===== config.mk =====
export PLATFORM = sky130hd
export DESIGN_NAME = ptrap_unit
export DESIGN_NICKNAME = d
export VERILOG_FILES = /design/src/rtl/ptrap_pkg.sv /design/src/rtl/ptrap_classify.sv /design/src/rtl/ptrap_arbiter.sv /design/src/rtl/ptrap_msr_xform.sv /design/src/rtl/ptrap_unit.sv
export SDC_FILE = /design/constraint.sdc
export NUM_CORES = 1
export LEC_CHECK = 0
export ABC_AREA = 1
export BUFFER_PORTS_ARGS = -buffer_cell sky130_fd_sc_hd__buf_2
export CAP_MARGIN = 0
export CORE_AREA = 2 2 178 180
export CTS_CLUSTER_DIAMETER = 100
export DETAILED_ROUTE_END_ITERATION = 16
export DIE_AREA = 0 0 180 182
export PLACE_DENSITY_LB_ADDON = 0.05
export SLEW_MARGIN = 20
export SYNTH_ARGS = -nofsm -noshare
export SYNTH_HDL_FRONTEND = slang
export SYNTH_SLANG_ARGS = --single-unit

===== constraint.sdc =====
create_clock -name clk_i -period 2.61 [get_ports clk_i]
set_clock_uncertainty 0.05 [all_clocks]
set_input_delay 0.522 -clock clk_i [delete_from_list [all_inputs] [get_ports clk_i]]
set_output_delay 0.522 -clock clk_i [all_outputs]
set_load 0.01 [all_outputs]

===== src/rtl/ptrap_pkg.sv =====
package ptrap_pkg;
  localparam int unsigned XLEN  = 64;
  localparam int unsigned OPC_W = 4;

  localparam logic [OPC_W-1:0] OPC_HALT    = 4'd1;
  localparam logic [OPC_W-1:0] OPC_RD_MSR  = 4'd2;
  localparam logic [OPC_W-1:0] OPC_WR_MSR  = 4'd3;
  localparam logic [OPC_W-1:0] OPC_WR_MSRD = 4'd4;
  localparam logic [OPC_W-1:0] OPC_INT_RET = 4'd5;
  localparam logic [OPC_W-1:0] OPC_RD_SPR  = 4'd6;
  localparam logic [OPC_W-1:0] OPC_WR_SPR  = 4'd7;

  // machine state bit positions, LSB-0
  localparam int unsigned B_LE   = 0;
  localparam int unsigned B_RI   = 1;
  localparam int unsigned B_PMM  = 2;
  localparam int unsigned B_UND  = 3;
  localparam int unsigned B_DR   = 4;
  localparam int unsigned B_IR   = 5;
  localparam int unsigned B_FE1  = 8;
  localparam int unsigned B_TE_E = 9;
  localparam int unsigned B_TE_S = 10;
  localparam int unsigned B_FE0  = 11;
  localparam int unsigned B_FP   = 13;
  localparam int unsigned B_PR   = 14;
  localparam int unsigned B_EE   = 15;
  localparam int unsigned B_VSX  = 23;
  localparam int unsigned B_VEC  = 25;
  localparam int unsigned B_TM   = 32;
  localparam int unsigned B_SF   = 63;

  // saved-state reason bits
  localparam int unsigned B_WHY_PRIV = 18;
  localparam int unsigned B_WHY_ILL  = 19;

  localparam logic [XLEN-1:0] TRAP_VEC = 64'h700;

  typedef enum logic [1:0] {
    ACT_NONE = 2'd0,
    ACT_EXEC = 2'd1,
    ACT_TRAP = 2'd2,
    ACT_HALT = 2'd3
  } act_e;

  typedef enum logic {
    WHY_PRIV = 1'b0,
    WHY_ILL  = 1'b1
  } why_e;

  function automatic logic [XLEN-1:0] msr_clr_mask();
    logic [XLEN-1:0] m;
    m = '0;
    m[B_IR] = 1'b1;  m[B_DR] = 1'b1;  m[B_FE0] = 1'b1; m[B_FE1] = 1'b1;
    m[B_EE] = 1'b1;  m[B_RI] = 1'b1;  m[B_TM] = 1'b1;  m[B_VEC] = 1'b1;
    m[B_VSX] = 1'b1; m[B_PR] = 1'b1;  m[B_FP] = 1'b1;  m[B_PMM] = 1'b1;
    m[B_TE_S] = 1'b1; m[B_TE_E] = 1'b1; m[B_UND] = 1'b1;
    return m;
  endfunction

  function automatic logic [XLEN-1:0] msr_set_mask();
    logic [XLEN-1:0] m;
    m = '0;
    m[B_SF] = 1'b1;
    m[B_LE] = 1'b1;
    return m;
  endfunction
endpackage


===== src/rtl/ptrap_classify.sv =====
module ptrap_classify
  import ptrap_pkg::*;
(
  input  logic [OPC_W-1:0] opc_i,
  input  logic             insn_b20_i,
  output logic             priv_o,
  output logic             halt_o
);
  logic always_priv, spr_move;

  always_comb begin
    always_priv = 1'b0;
    spr_move    = 1'b0;
    unique case (opc_i)
      OPC_HALT, OPC_RD_MSR, OPC_WR_MSR,
      OPC_WR_MSRD, OPC_INT_RET:  always_priv = 1'b1;
      OPC_RD_SPR, OPC_WR_SPR:    spr_move    = 1'b1;
      default: ;
    endcase
  end

  assign priv_o = always_priv | (spr_move & insn_b20_i);
  assign halt_o = (opc_i == OPC_HALT);
endmodule


===== src/rtl/ptrap_arbiter.sv =====
module ptrap_arbiter
  import ptrap_pkg::*;
(
  input  logic valid_i,
  input  logic halted_i,
  input  logic priv_i,
  input  logic pr_i,
  input  logic illegal_i,
  input  logic halt_req_i,
  output act_e act_o,
  output why_e why_o
);
  // priority: privilege > illegal > halt > commit
  always_comb begin
    act_o = ACT_NONE;
    why_o = WHY_PRIV;
    if (valid_i && !halted_i) begin
      if (priv_i && pr_i) begin
        act_o = ACT_TRAP;
        why_o = WHY_PRIV;
      end else if (illegal_i) begin
        act_o = ACT_TRAP;
        why_o = WHY_ILL;
      end else if (halt_req_i) begin
        act_o = ACT_HALT;
      end else begin
        act_o = ACT_EXEC;
      end
    end
  end
endmodule


===== src/rtl/ptrap_msr_xform.sv =====
module ptrap_msr_xform
  import ptrap_pkg::*;
(
  input  logic [XLEN-1:0] msr_i,
  input  why_e            why_i,
  output logic [XLEN-1:0] srr1_o,
  output logic [XLEN-1:0] msr_o
);
  localparam logic [XLEN-1:0] CLR = msr_clr_mask();
  localparam logic [XLEN-1:0] SET = msr_set_mask();

  for (genvar i = 0; i < XLEN; i++) begin : g_bit
    assign msr_o[i] = SET[i] | (msr_i[i] & ~CLR[i]);
    if (i == B_WHY_PRIV) begin : g_why_priv
      assign srr1_o[i] = msr_i[i] | (why_i == WHY_PRIV);
    end else if (i == B_WHY_ILL) begin : g_why_ill
      assign srr1_o[i] = msr_i[i] | (why_i == WHY_ILL);
    end else begin : g_copy
      assign srr1_o[i] = msr_i[i];
    end
  end
endmodule


===== src/rtl/ptrap_unit.sv =====
module ptrap_unit
  import ptrap_pkg::*;
(
  input  logic             clk_i,
  input  logic             rst_ni,
  input  logic             valid_i,
  input  logic [3:0]       opc_i,
  input  logic             insn_b20_i,
  input  logic             illegal_i,
  input  logic [63:0]      cia_i,
  input  logic [63:0]      nia_i,
  input  logic [63:0]      msr_i,
  output logic             trap_we_o,
  output logic             exec_o,
  output logic             nia_we_o,
  output logic [63:0]      nia_o,
  output logic [63:0]      srr0_o,
  output logic [63:0]      srr1_o,
  output logic [63:0]      msr_o,
  output logic             halted_o
);
  logic            priv, halt_req;
  act_e            act;
  why_e            why;
  logic [XLEN-1:0] srr1_nxt, msr_nxt;

  ptrap_classify u_cls (
    .opc_i      (opc_i),
    .insn_b20_i (insn_b20_i),
    .priv_o     (priv),
    .halt_o     (halt_req)
  );

  ptrap_arbiter u_arb (
    .valid_i    (valid_i),
    .halted_i   (halted_o),
    .priv_i     (priv),
    .pr_i       (msr_i[B_PR]),
    .illegal_i  (illegal_i),
    .halt_req_i (halt_req),
    .act_o      (act),
    .why_o      (why)
  );

  ptrap_msr_xform u_xf (
    .msr_i  (msr_i),
    .why_i  (why),
    .srr1_o (srr1_nxt),
    .msr_o  (msr_nxt)
  );

  always_ff @(posedge clk_i or negedge rst_ni) begin
    if (!rst_ni) begin
      trap_we_o <= 1'b0;
      exec_o    <= 1'b0;
      nia_we_o  <= 1'b0;
      nia_o     <= '0;
      srr0_o    <= '0;
      srr1_o    <= '0;
      msr_o     <= '0;
      halted_o  <= 1'b0;
    end else begin
      trap_we_o <= (act == ACT_TRAP);
      exec_o    <= (act == ACT_EXEC);
      nia_we_o  <= (act == ACT_TRAP) || (act == ACT_EXEC);
      if (act == ACT_HALT) halted_o <= 1'b1;
      if (act == ACT_EXEC) nia_o <= nia_i;
      if (act == ACT_TRAP) begin
        nia_o  <= TRAP_VEC;
        srr0_o <= cia_i;
        srr1_o <= srr1_nxt;
        msr_o  <= msr_nxt;
      end
    end
  end
endmodule


# Word level (Yosys, flattened, before mapping)
# Index checks and enable logic that the tools add are counted.
word_totals:
  regBits: 245
  output_inout_bits: 260
  wordCells: 41
classes:
  eq_ne: 10
  muxes: 11
  bitwise: 5
  reduce_logical: 7
ops:
  columns: ["operator", "n"]
  rows:
  - ["two-way mux 64 bit", 2]
  - ["equality test 4 x 3 -> 1 bit (second input constant)", 4]
  - ["equality test 4 x 2 -> 1 bit (second input constant)", 2]
  - ["two-way mux 2 bit", 4]
  - ["two-way mux 1 bit", 5]
  - ["OR reduction 5 bit", 1]
  - ["equality test 2 bit (second input constant)", 2]
  - ["equality test 4 x 1 -> 1 bit (second input constant)", 1]
  - ["bitwise OR 1 bit", 3]
  - ["equality test 2 x 1 -> 1 bit (second input constant)", 1]
  - ["logical AND 1 bit", 2]
  - ["nonzero test 2 bit", 1]
  - ["OR reduction 2 bit", 1]
  - ["bitwise AND 1 bit", 1]
  - ["logical NOT 1 bit", 1]
  - ["logical OR 1 bit", 1]
  - ["inverter 1 bit", 1]

# Logic depth before layout (Yosys ltp)
# Gate-level depths: netlist of the first run.
depth:
  ltp_word: 11
  depth_mapped: 14
  mapped_depth_nobuf: 14

# Modules after synthesis
# Synthesis of the first run repeated with hierarchy kept, for this count alone.
hier_totals:
  hier_cells: 1248
  hier_area_um2: 11079.4
by_module_without_submodules:
  columns: ["mod", "instances", "cells_per_inst", "area_per_inst_um2"]
  rows:
  - ["ptrap_unit", 1, 1092, 10008.3]
  - ["ptrap_msr_xform", 1, 133, 972.2]
  - ["ptrap_classify", 1, 13, 51.3]
  - ["ptrap_arbiter", 1, 10, 47.5]

# Worst setup path after synthesis of the first run
# Ideal clock, no wire load.
synth_timing:
  path_kind: "input -> register"
  from: "input port opc_i[3]"
  to: "register nia_o[11]"
  arrival_time_ns: 1.774
  required_ns: 2.439
  path_slack_ns: 0.666
  path_stages: 11
  n_path_buf: 2
  cell_sequence: "nor2_1 -> nand3_1 -> nand2_1 -> nand2_1 -> nand2_1 -> nand2_1 -> inv_1 -> ha_1 -> buf_4 -> buf_2 -> a22o_1"
synth_between:
  elab_chain_len: 10
synth_lines:
  columns: ["item", "line", "rtl"]
  rows:
  - ["start: declaration", "ptrap_unit.sv:7", "input logic [3:0] opc_i,"]
  - ["equality test 4 x 3 -> 1 bit", "ptrap_classify.sv:14", "unique case (opc_i)"]
  - ["OR reduction 2 bit", "ptrap_classify.sv:14", null]
  - ["two-way mux 1 bit", "ptrap_classify.sv:14", null]
  - ["bitwise AND 1 bit", "ptrap_classify.sv:22", "assign priv_o = always_priv | (spr_move & insn_b20_i);"]
  - ["bitwise OR 1 bit", "ptrap_classify.sv:22", null]
  - ["logical AND 1 bit", "ptrap_arbiter.sv:18", "if (priv_i && pr_i) begin"]
  - ["two-way mux 2 bit (*)", "ptrap_arbiter.sv:18", null]
  - ["two-way mux 2 bit (*)", "ptrap_arbiter.sv:17", "if (valid_i && !halted_i) begin"]
  - ["equality test 2 bit / equality test 2 x 1 -> 1 bit (equally long branches)", "ptrap_unit.sv:68, ptrap_unit.sv:67", null]
  - ["two-way mux 64 bit / nonzero test 2 bit (equally long branches)", null, null]
  - ["end signal: assignment", "ptrap_unit.sv:67", "if (act == ACT_EXEC) nia_o <= nia_i;"]
  - ["end: declaration", "ptrap_unit.sv:16", "output logic [63:0] nia_o,"]
# Every way passes the cells marked *; elsewhere a longest branch is shown, timed or not.
# A chain may end at the register's enable or synchronous reset.

# Worst setup path in the final report of the first run
layout_timing:
  from: "register halted_o"
  to: "register nia_o[26]"
layout_between:
  elab_chain_len: 5
layout_lines:
  columns: ["item", "line", "rtl"]
  rows:
  - ["start: declaration", "ptrap_unit.sv:20", "output logic halted_o"]
  - ["start signal: assignment", "ptrap_unit.sv:61", "halted_o <= 1'b0;"]
  - ["start signal: assignment", "ptrap_unit.sv:66", "if (act == ACT_HALT) halted_o <= 1'b1;"]
  - ["logical NOT 1 bit (*)", "ptrap_arbiter.sv:17", null]
  - ["logical AND 1 bit (*)", "ptrap_arbiter.sv:17", null]
  - ["two-way mux 2 bit (*)", "ptrap_arbiter.sv:17", null]
  - ["equality test 2 bit / equality test 2 x 1 -> 1 bit (equally long branches)", "ptrap_unit.sv:68, ptrap_unit.sv:67", null]
  - ["two-way mux 64 bit / nonzero test 2 bit (equally long branches)", null, null]
# Marked as above.

==> flow_results.xml, run 1 <==
<?xml version="1.0" encoding="UTF-8"?>
<metrics>
  <group name="global_route">
    <metric name="grt_first_pass_wirelength" unit="um">40500</metric>
    <metric name="global_route.usage.total" unit="">0.161</metric>
    <metric name="global_route.overflow_total" unit="">0</metric>
    <metric name="first_global_vias" unit="">6564</metric>
    <metric name="grt_start_max_net_pins" unit="">73</metric>
    <metric name="antenna_found_initial" unit="">3</metric>
  </group>
  <group name="cts">
    <metric name="numClockSinks" unit="">199</metric>
    <metric name="clock_tree.htree_level_count" unit="">4</metric>
    <metric name="cts_resized" unit="">0</metric>
    <metric name="path_clk_slew" unit="ps">80</metric>
    <metric name="clk-insertion-delay-late" unit="ps">420</metric>
    <metric name="tritoncts_clock_tree" unit="">yes</metric>
    <metric name="cts_hold_buf" unit="">0</metric>
    <metric name="post-cts-setup-buffers" unit="">0</metric>
    <metric name="clk_path_buf_depth" unit="">2</metric>
    <metric name="cts_buffers" unit="">17</metric>
    <metric name="clock_tree.root_cell" unit="">clkbuf_16</metric>
  </group>
  <group name="drt">
    <metric name="post-route-drc-count" unit="">0</metric>
    <metric name="final_antenna_net_count" unit="">0</metric>
    <metric name="avgRoutedWirePerCell" unit="um">16.9</metric>
    <metric name="route.final.wire_length" unit="um">27000</metric>
    <metric name="dr_total_vias" unit="">6592</metric>
    <metric name="drtIter0Drc" unit="">300</metric>
    <metric name="viasPerCell" unit="">4.13</metric>
    <metric name="tritonroute_pass_1_iters" unit="">4</metric>
  </group>
  <group name="sta">
    <metric name="sum_of_negative_setup_slack" unit="ps">0</metric>
    <metric name="final-setup-viol-count" unit="">0</metric>
    <metric name="max_freq" unit="GHz">0.512</metric>
    <metric name="fin_crit_period" unit="ps">1950</metric>
    <metric name="slew_worst_pin" unit="ps">559</metric>
    <metric name="slew_viol_final" unit="">0</metric>
    <metric name="count_of_endpoints_failing_hold_in_the_final_timing_report" unit="">1</metric>
    <metric name="share_of_the_clock_period_used_by_the_worst_path_after_layout" unit="">0.748</metric>
    <metric name="unrepaired_setup_endpoints_after_global_routing" unit="">false</metric>
    <metric name="slew_headroom" unit="">0.628</metric>
    <metric name="finalHoldWorstSlack" unit="ps">-3.02</metric>
  </group>
  <group name="power_and_ir_drop">
    <metric name="peakVddDrop" unit="V">0.000415</metric>
    <metric name="power.density_cell_area" unit="nW/um^2">1220</metric>
    <metric name="power.static_leakage" unit="uW">0.00625</metric>
    <metric name="design_power_total" unit="uW">13200</metric>
  </group>
  <group name="place">
    <metric name="post-dp-hpwl" unit="um">19600</metric>
    <metric name="gp_congestion" unit="">0.787</metric>
    <metric name="post-place-cells" unit="">1563</metric>
    <metric name="i_o_buffers" unit="">445</metric>
  </group>
  <group name="die">
    <metric name="floorplan.die.height" unit="um">182</metric>
    <metric name="initial_core_util" unit="">0.255</metric>
    <metric name="io_pins" unit="">461</metric>
    <metric name="design.die.area" unit="sq um">32800</metric>
    <metric name="die_w" unit="um">180</metric>
    <metric name="core.rowCount" unit="">65</metric>
    <metric name="core_area" unit="sq um">31000</metric>
  </group>
  <group name="setup_path">
    <metric name="timing.critical_path.required" unit="ps">2920</metric>
    <metric name="worst-setup-path-type" unit="">reg -&gt; reg</metric>
    <metric name="critPathArrivalTime" unit="ps">2260</metric>
    <metric name="crit_path_max_fanout" unit="">43</metric>
    <metric name="worst_setup_path_start_kind" unit="">register</metric>
    <metric name="crit_path_top_delay_cell" unit="">buf_4</metric>
    <metric name="endpoint_kind" unit="">register</metric>
    <metric name="cell_by_cell_listing_of_the_critical_path" unit="">inv_1, nand2_1, inv_1, nand3_1, ha_4, buf_4, a22o_1</metric>
    <metric name="critPathMostFrequentCell" unit="">inv_1</metric>
    <metric name="crit_path_max_incr_delay" unit="ps">420</metric>
  </group>
  <group name="yosys">
    <metric name="portion_of_the_post_synthesis_area_used_by_sequential_elements" unit="">0.630</metric>
    <metric name="synthesis.yosys.warnings" unit="">0</metric>
    <metric name="synthesis.instances" unit="">787</metric>
    <metric name="synth.distinct_cells" unit="">17</metric>
    <metric name="synthesis_stage_register_bit_count" unit="">199</metric>
    <metric name="netlist_area" unit="sq um">7900</metric>
    <metric name="avgSynthCellArea" unit="sq um">10.0</metric>
  </group>
  <group name="final_layout">
    <metric name="layout-drive-gt1-share" unit="">0.418</metric>
    <metric name="nets" unit="">1385</metric>
    <metric name="final-instance-count-excl-fill" unit="">1595</metric>
    <metric name="synthToLayoutAreaGrowth" unit="%">36.9</metric>
  </group>
  <group name="status">
    <metric name="status" unit="">finished with violations</metric>
    <metric name="failed_checks" unit="">negative hold slack</metric>
  </group>
  <group name="hold_path">
    <metric name="hold_path.class" unit="">in -&gt; async</metric>
  </group>
  <group name="job">
    <metric name="reported_max_cap_violation_count" unit="">0</metric>
  </group>
</metrics>
flip-flops by register name, summed over array words and instances (netlist names):
| name | flops |
|---|---|
| exec_o | 1 |
| trap_we_o | 1 |
| nia_we_o | 1 |
| nia_o | 64 |
| halted_o | 1 |
| srr0_o | 64 |
| msr_o | 3 |
| srr1_o | 64 |
through the flow:
step	utilization	worst slack [ps]	instance area [sq um]
floorplan	-	666	7950
global placement	0.330	222	10200
detailed placement	0.330	210	10200
CTS	0.349	633	10800
global route	0.349	517	10800
finish	0.349	657	10800
logic make-up (layout without fill, tap and decap cells):
family	Yosys count	after routing	share of synthesized area
other	1	16	0.000475
AND/OR/NAND/NOR	406	406	0.197
adder cells (fa/ha/maj)	4	4	0.00634
buffers and inverters	112	503	0.0942
AO/OA/AOI/OAI	65	65	0.0718
flip-flops	199	199	0.630
path summary, 6_finish.rpt:
path | start | to | slack (ps) | cells past startpoint
hold reg to reg | srr0_o[43] | srr0_o[43] | 420 | 2
max in group asynchronous | rst_ni | nia_o[29] | 1760 | 2
setup reg to reg | halted_o | nia_o[26] | 660 | 7
setup / recovery | halted_o | nia_o[26] | 660 | 7
hold / removal | rst_ni | srr0_o[5] | -3 | 1
min in group clk_i | cia_i[52] | srr0_o[52] | 230 | 3
worst max-delay path, delay by kind of cell (launching register included):
kind	cells	cell delay, ps
adders and majority gates	1	380
AOI/OAI and AO/OA	1	230
and+or+nand+nor	2	230
buffers and inverters	3	540
DFF	1	410
cells in the final DEF (no fill, tap or decap), types with 4 or more instances in the layout:
cell | netlist | routed
a22o_1 | 61 | 61
buf_4 | 79 | 9
nand2_1 | 394 | 394
inv_6 | 0 | 6
dfrtp_1 | 199 | 199
inv_1 | 9 | 9
conb_1 | 1 | 15
clkbuf_16 | 0 | 17
nand3_1 | 4 | 4
buf_12 | 0 | 8
buf_2 | 22 | 444
area by class of cell:
type / instances / area [sq um]
Antenna cell: 1 / 2.50
Clock buffer: 18 / 429
Clock inverter: 13 / 158
Fill cell: 3368 / 20200
Inverter: 10 / 40.0
Multi-Input combinational cell: 490 / 2240
Sequential cell: 199 / 4980
Tap cell: 402 / 503
Timing Repair Buffer: 462 / 2460
synthesized netlist by cell type, drive strengths merged:
master | number | area share
nand2 | 394 | 0.19
dfrtp | 199 | 0.63
nor2 | 4 | 0.0040
a31oi | 1 | 0.00079
or2 | 3 | 0.0024
o22a | 3 | 0.0033
buf | 101 | 0.089
a22o | 61 | 0.068
nand3 | 4 | 0.0025
clkbuf | 1 | 0.00047
ha | 4 | 0.0063
conb | 1 | 0.00047
nor3 | 1 | 0.00063
inv | 10 | 0.0048
report_power, final:
group / total, uW / internal, uW / switching, uW
Sequential: 5320 / 4490 / 823
Combinational: 5180 / 2220 / 2960
Clock: 2720 / 1370 / 1350
Total: 13200 / 8080 / 5130
routing by layer:
metal,part of all wire,vias to the layer above,track usage
met5,0.0010,-,0
met4,0.018,4,0.0514
met3,0.087,27,0.0544
met2,0.48,284,0.264
met1,0.42,3092,0.199
li1,-,3185,-
Note: power is estimated with default switching activity, not from simulation.
==> inputs of run 2 (changes only) <==
- CORE_AREA: 2 2 178 180 -> 2 2 182 184
- DIE_AREA: 0 0 180 182 -> 0 0 184 186
- clock period: 2.61 -> 1.66 ns (I/O delays scaled with it)
==> flow_results.xml, run 2 (synthesis results as in run 1) <==
<?xml version="1.0" encoding="UTF-8"?>
<metrics>
  <group name="cts">
    <metric name="clock_tree.root_cell" unit="">clkbuf_16</metric>
    <metric name="clk_path_buf_depth" unit="">2</metric>
    <metric name="clk-insertion-delay-late" unit="ps">420</metric>
    <metric name="cts_buffers" unit="">17</metric>
    <metric name="numClockSinks" unit="">199</metric>
    <metric name="path_clk_slew" unit="ps">90</metric>
    <metric name="tritoncts_clock_tree" unit="">yes</metric>
    <metric name="clock_tree.htree_level_count" unit="">4</metric>
  </group>
  <group name="sta">
    <metric name="worst_slack" unit="ps">-22.2</metric>
    <metric name="share_of_the_clock_period_used_by_the_worst_path_after_layout" unit="">1.01</metric>
    <metric name="unrepaired_setup_endpoints_after_global_routing" unit="">true</metric>
    <metric name="slew_viol_final" unit="">0</metric>
    <metric name="final-setup-viol-count" unit="">36</metric>
    <metric name="max_freq" unit="GHz">0.594</metric>
    <metric name="fin_crit_period" unit="ps">1680</metric>
    <metric name="count_of_endpoints_failing_hold_in_the_final_timing_report" unit="">0</metric>
  </group>
  <group name="setup_path">
    <metric name="critPathArrivalTime" unit="ps">1960</metric>
    <metric name="timing.critical_path.required" unit="ps">1940</metric>
    <metric name="worst-setup-path-type" unit="">reg -&gt; reg</metric>
    <metric name="worst-r2r-cell-count" unit="">9</metric>
    <metric name="timing.rr.end" unit="">nia_o[10]</metric>
    <metric name="worst-r2r-setup-slack" unit="ps">-20</metric>
    <metric name="worst_r2r_startpoint" unit="">halted_o</metric>
    <metric name="worst_setup_path_start_kind" unit="">register</metric>
    <metric name="endpoint_kind" unit="">register</metric>
    <metric name="crit_path_max_fanout" unit="">6</metric>
  </group>
  <group name="hold_path">
    <metric name="holdPathStages" unit="">3</metric>
    <metric name="min-delay-start" unit="">cia_i[44]</metric>
    <metric name="hold_path_end" unit="">srr0_o[44]</metric>
    <metric name="hold_path.class" unit="">in -&gt; reg</metric>
  </group>
  <group name="die">
    <metric name="core.rowCount" unit="">66</metric>
    <metric name="initial_core_util" unit="">0.245</metric>
    <metric name="floorplan.die.height" unit="um">186</metric>
    <metric name="design.die.area" unit="sq um">34200</metric>
    <metric name="die_w" unit="um">184</metric>
    <metric name="core_area" unit="sq um">32200</metric>
    <metric name="io_pins" unit="">461</metric>
  </group>
  <group name="place">
    <metric name="post-place-ws" unit="ps">-367</metric>
    <metric name="gp_congestion" unit="">0.755</metric>
    <metric name="post-dp-hpwl" unit="um">20500</metric>
    <metric name="i_o_buffers" unit="">445</metric>
  </group>
  <group name="final_layout">
    <metric name="most-common-layout-cells" unit="">buf_2 (444), nand2_1 (331), dfrtp_1 (199)</metric>
    <metric name="final_common_cell" unit="">buf_2</metric>
    <metric name="synthToLayoutAreaGrowth" unit="%">53.9</metric>
    <metric name="layout-drive-gt1-share" unit="">0.504</metric>
    <metric name="nets" unit="">1447</metric>
    <metric name="fill_cells" unit="">3388</metric>
    <metric name="finalCoreUtilization" unit="">0.377</metric>
    <metric name="reg_top3" unit="">nia_o x64, srr0_o x64, srr1_o x64</metric>
  </group>
  <group name="drt">
    <metric name="tritonroute_pass_1_iters" unit="">4</metric>
    <metric name="route.final.wire_length" unit="um">29900</metric>
    <metric name="drtIter0Drc" unit="">243</metric>
    <metric name="viasPerCell" unit="">4.17</metric>
    <metric name="dr_total_vias" unit="">6938</metric>
    <metric name="post-route-drc-count" unit="">0</metric>
    <metric name="avgRoutedWirePerCell" unit="um">18.0</metric>
    <metric name="final_antenna_net_count" unit="">0</metric>
  </group>
  <group name="status">
    <metric name="failed_checks" unit="">negative setup slack</metric>
    <metric name="status" unit="">finished with violations</metric>
  </group>
  <group name="power_and_ir_drop">
    <metric name="peakVddDrop" unit="V">0.000665</metric>
    <metric name="power.static_leakage" unit="uW">0.00691</metric>
    <metric name="power.density_cell_area" unit="nW/um^2">1840</metric>
    <metric name="design_power_total" unit="uW">22300</metric>
  </group>
  <group name="global_route">
    <metric name="global_route.overflow_total" unit="">0</metric>
    <metric name="antenna_found_initial" unit="">3</metric>
    <metric name="grt_start_max_net_pins" unit="">53</metric>
    <metric name="global_route.usage.total" unit="">0.156</metric>
    <metric name="grt_first_pass_wirelength" unit="um">40200</metric>
    <metric name="first_global_vias" unit="">6711</metric>
  </group>
  <group name="job">
    <metric name="reported_max_cap_violation_count" unit="">0</metric>
  </group>
</metrics>
==> run 2: layout make-up <==
class                           instances  area [sq um]  area share
Antenna cell                            1          2.50    0.000206
Clock buffer                           18           429      0.0353
Clock inverter                         14           205      0.0169
Inverter                               10          50.0     0.00412
Multi-Input combinational cell        490          2510       0.207
Sequential cell                       199          4980       0.410
Tap cell                              408           510      0.0420
Timing Repair Buffer                  522          3440       0.283
Timing Repair inverter                  2          22.5     0.00185
==> run 2: worst max path at each step <==
stage	to	from	cells past startpoint	slack, ps
finish	nia_o[10]	halted_o	9	-20
detailed placement	nia_o[60]	opc_i[1]	13	-370
global placement	nia_o[31]	opc_i[1]	13	-370
CTS	nia_o[10]	halted_o	9	-20
global route	srr0_o[35]	halted_o	12	-120
floorplan	nia_o[11]	opc_i[1]	13	-50
==> run 2: per-layer routing <==
| layer | up-vias | wire length (um) | global-route usage |
|---|---|---|---|
| met2 | 280 | 15000 | 0.272 |
| met3 | 28 | 2560 | 0.0591 |
| met4 | 4 | 512 | 0.0515 |
| li1 | 3325 | - | - |
| met1 | 3301 | 11900 | 0.176 |
| met5 | - | 30 | 0 |
==> run 2: power by group <==
group,switching (uW),total [uW],internal [uW],leakage [uW]
combinational,5070,9400,4330,0.00414
sequential,1320,8390,7070,0.00247
clock,2200,4540,2340,0.000308
total,8590,22300,13700,0.00691
==> run 2: critical path, stage by stage (launching register included) <==
cell and delay, ps:
dfrtp_1 400, inv_1 70, nand2_2 70, inv_2 80
nand3_4 90, ha_4 330, buf_12 140, buf_4 110
inv_2 40, o22a_1 200
==> run 2: repair_timing <==
item                                    4_1_cts  5_1_grt
cloned                                        2       21
gates resized for setup                      13      108
hold buffers                                  1        0
setup buffers                                 6        6
pin swaps                                     6       18
endpoints found under the setup margin      102      166
hold endpoints to repair                     29        0
==> run 2: stage by stage <==
step           hold WS, ps  std cells  TNS (ps)  cell area, sq um
5_1_grt               17.4       1664     -9700             12200
3_3_place_gp           283       1595    -59810             10500
3_5_place_dp           286       1595    -58970             10500
6_report              37.0       1664      -229             12200
2_1_floorplan        -13.6        801     -3080              8020
4_1_cts               9.53       1636      -299             11300
==> inputs of run 3 (changes only) <==
- GPL_TIMING_DRIVEN: default -> 0
==> flow_results.xml, run 3 (synthesis results as in run 1) <==
<?xml version="1.0" encoding="UTF-8"?>
<metrics>
  <group name="status">
    <metric name="status" unit="">complete, no violations</metric>
  </group>
  <group name="die">
    <metric name="floorplan.die.height" unit="um">186</metric>
    <metric name="core.rowCount" unit="">66</metric>
    <metric name="core_area" unit="sq um">32200</metric>
    <metric name="io_pins" unit="">461</metric>
    <metric name="initial_core_util" unit="">0.245</metric>
    <metric name="die_w" unit="um">184</metric>
    <metric name="design.die.area" unit="sq um">34200</metric>
  </group>
  <group name="global_route">
    <metric name="global_route.overflow_total" unit="">0</metric>
    <metric name="antenna_found_initial" unit="">7</metric>
    <metric name="global_route.usage.total" unit="">0.160</metric>
    <metric name="grt_first_pass_wirelength" unit="um">41300</metric>
    <metric name="first_global_vias" unit="">6990</metric>
    <metric name="grt_start_max_net_pins" unit="">79</metric>
  </group>
  <group name="cts">
    <metric name="clock_tree.htree_level_count" unit="">4</metric>
    <metric name="tritoncts_clock_tree" unit="">yes</metric>
    <metric name="path_clk_slew" unit="ps">90</metric>
    <metric name="numClockSinks" unit="">199</metric>
    <metric name="cts_buffers" unit="">17</metric>
    <metric name="clock_tree.root_cell" unit="">clkbuf_16</metric>
    <metric name="clk-insertion-delay-late" unit="ps">420</metric>
    <metric name="clk_path_buf_depth" unit="">2</metric>
  </group>
  <group name="setup_path">
    <metric name="endpoint_kind" unit="">register</metric>
    <metric name="timing.critical_path.required" unit="ps">1930</metric>
    <metric name="cell_by_cell_listing_of_the_critical_path" unit="">inv_2, nand2_2, inv_4, nand3_4, ha_4, nor2_8, buf_12, clkbuf_16, a22o_1</metric>
    <metric name="crit_path_max_fanout" unit="">7</metric>
    <metric name="critPathLaunch" unit="">halted_o</metric>
    <metric name="worst_r2r_startpoint" unit="">halted_o</metric>
    <metric name="critPathArrivalTime" unit="ps">1920</metric>
    <metric name="crit_path_top_delay_cell" unit="">dfrtp_1</metric>
    <metric name="crit_path_max_incr_delay" unit="ps">390</metric>
    <metric name="worst-setup-path-type" unit="">reg -&gt; reg</metric>
    <metric name="worst_setup_path_start_kind" unit="">register</metric>
    <metric name="timing.rr.end" unit="">nia_o[56]</metric>
    <metric name="worst-r2r-cell-count" unit="">9</metric>
    <metric name="worst-r2r-setup-slack" unit="ps">20</metric>
  </group>
  <group name="sta">
    <metric name="slew_viol_final" unit="">0</metric>
    <metric name="unrepaired_setup_endpoints_after_global_routing" unit="">true</metric>
    <metric name="final-setup-viol-count" unit="">0</metric>
    <metric name="fin_crit_period" unit="ps">1640</metric>
    <metric name="share_of_the_clock_period_used_by_the_worst_path_after_layout" unit="">0.991</metric>
    <metric name="count_of_endpoints_failing_hold_in_the_final_timing_report" unit="">0</metric>
    <metric name="max_freq" unit="GHz">0.608</metric>
    <metric name="sum_of_negative_setup_slack" unit="ps">0</metric>
  </group>
  <group name="drt">
    <metric name="drtIter0Drc" unit="">306</metric>
    <metric name="route.final.wire_length" unit="um">27800</metric>
    <metric name="final_antenna_net_count" unit="">0</metric>
    <metric name="post-route-drc-count" unit="">0</metric>
    <metric name="avgRoutedWirePerCell" unit="um">16.4</metric>
    <metric name="dr_total_vias" unit="">6947</metric>
    <metric name="tritonroute_pass_1_iters" unit="">6</metric>
    <metric name="viasPerCell" unit="">4.09</metric>
  </group>
  <group name="place">
    <metric name="gp_congestion" unit="">0.769</metric>
    <metric name="post-dp-hpwl" unit="um">21300</metric>
    <metric name="dpl_cell_area" unit="sq um">10800</metric>
    <metric name="i_o_buffers" unit="">445</metric>
  </group>
  <group name="power_and_ir_drop">
    <metric name="power.density_cell_area" unit="nW/um^2">1860</metric>
    <metric name="peakVddDrop" unit="V">0.000693</metric>
    <metric name="design_power_total" unit="uW">21700</metric>
    <metric name="power.static_leakage" unit="uW">0.00675</metric>
  </group>
  <group name="hold_path">
    <metric name="holdPathStages" unit="">3</metric>
    <metric name="min-delay-start" unit="">cia_i[44]</metric>
    <metric name="hold_path_end" unit="">srr0_o[44]</metric>
    <metric name="hold_path.class" unit="">in -&gt; reg</metric>
  </group>
  <group name="final_layout">
    <metric name="nets" unit="">1481</metric>
    <metric name="final_design_area_no_fill" unit="sq um">11700</metric>
    <metric name="most-common-layout-cells" unit="">buf_2 (445), nand2_1 (391), dfrtp_1 (199)</metric>
    <metric name="layout-drive-gt1-share" unit="">0.469</metric>
    <metric name="fill_cells" unit="">3420</metric>
    <metric name="final_common_cell" unit="">buf_2</metric>
    <metric name="synthToLayoutAreaGrowth" unit="%">47.6</metric>
    <metric name="reg_top3" unit="">nia_o x64, srr0_o x64, srr1_o x64</metric>
  </group>
  <group name="job">
    <metric name="reported_max_cap_violation_count" unit="">0</metric>
  </group>
</metrics>
==> run 3: cell types whose count changed in the layout (fill, tap and decap cells not counted), moves of 11 or more <==
cell and change:
buf_12 -18, buf_4 +54, clkbuf_16 -11, nand2_1 +60, nand2_2 -47, nand2_4 -13
==> run 3: worst max-delay path by stage <==
stage                 endpoint
CTS                  nia_o[63]
floorplan            nia_o[11]
finish               nia_o[56]
global route         nia_o[49]
global placement     nia_o[15]
detailed placement  srr0_o[41]
==> run 3: critical path, delay by kind of cell (launching register included) <==
family                     cells  cell delay (ps)
adders and majority gates      1              320
buffers and inverters          4              420
DFF                            1              390
AOI/OAI and AO/OA              1              170
and+or+nand+nor                3              200
==> run 3: layout make-up <==
cell class                 instances  area (sq um)  area share
sequential                       199          4980       0.427
multi-input combinational        490          2290       0.196
clock inverter                    12           115     0.00987
tap                              408           510      0.0438
buffer                           101           873      0.0749
antenna                            2          5.00    0.000429
timing repair buffer             457          2410       0.206
clock buffer                      18           439      0.0377
inverter                          10          42.5     0.00365
==> run 3: per-stage QoR <==
| stage | std cells | hold WS (ps) | utilization | worst slack (ps) |
|---|---|---|---|---|
| detailed placement | 1656 | 237 | 0.336 | -573 |
| global placement | 1654 | 400 | 0.334 | -3660 |
| floorplan | 801 | -13.6 | - | -49.9 |
| finish | 1697 | 37.9 | 0.362 | 15.3 |
| CTS | 1694 | 14.4 | 0.359 | 4.12 |
| global route | 1695 | 18.5 | 0.362 | -50.4 |
==> run 3: layer usage <==
| layer | global-route usage | part of all wire | vias to the layer above |
|---|---|---|---|
| met2 | 0.287 | 0.51 | 276 |
| met4 | 0.0419 | 0.014 | 12 |
| met3 | 0.0622 | 0.092 | 31 |
| met5 | 0 | 0.0029 | - |
| met1 | 0.177 | 0.38 | 3238 |
| li1 | - | - | 3390 |
==> run 3: timing repair <==
action | 4_1_cts | 5_1_grt
hold endpoints to repair | 49 | 0
pin swaps | 3 | 2
hold buffers | 1 | 0
cloned | 1 | 1
endpoints found under the setup margin | 178 | 183
buffers inserted | 7 | 0
resized for setup | 31 | 26
==> run 3: where the power goes <==
| part | leakage [uW] | total (uW) | switching (uW) | internal, uW |
|---|---|---|---|---|
| Combinational | 0.00401 | 9270 | 4830 | 4440 |
| Sequential | 0.00247 | 8400 | 1340 | 7070 |
| Clock | 0.000274 | 4020 | 2010 | 2010 |
| Total | 0.00675 | 21700 | 8170 | 13500 |
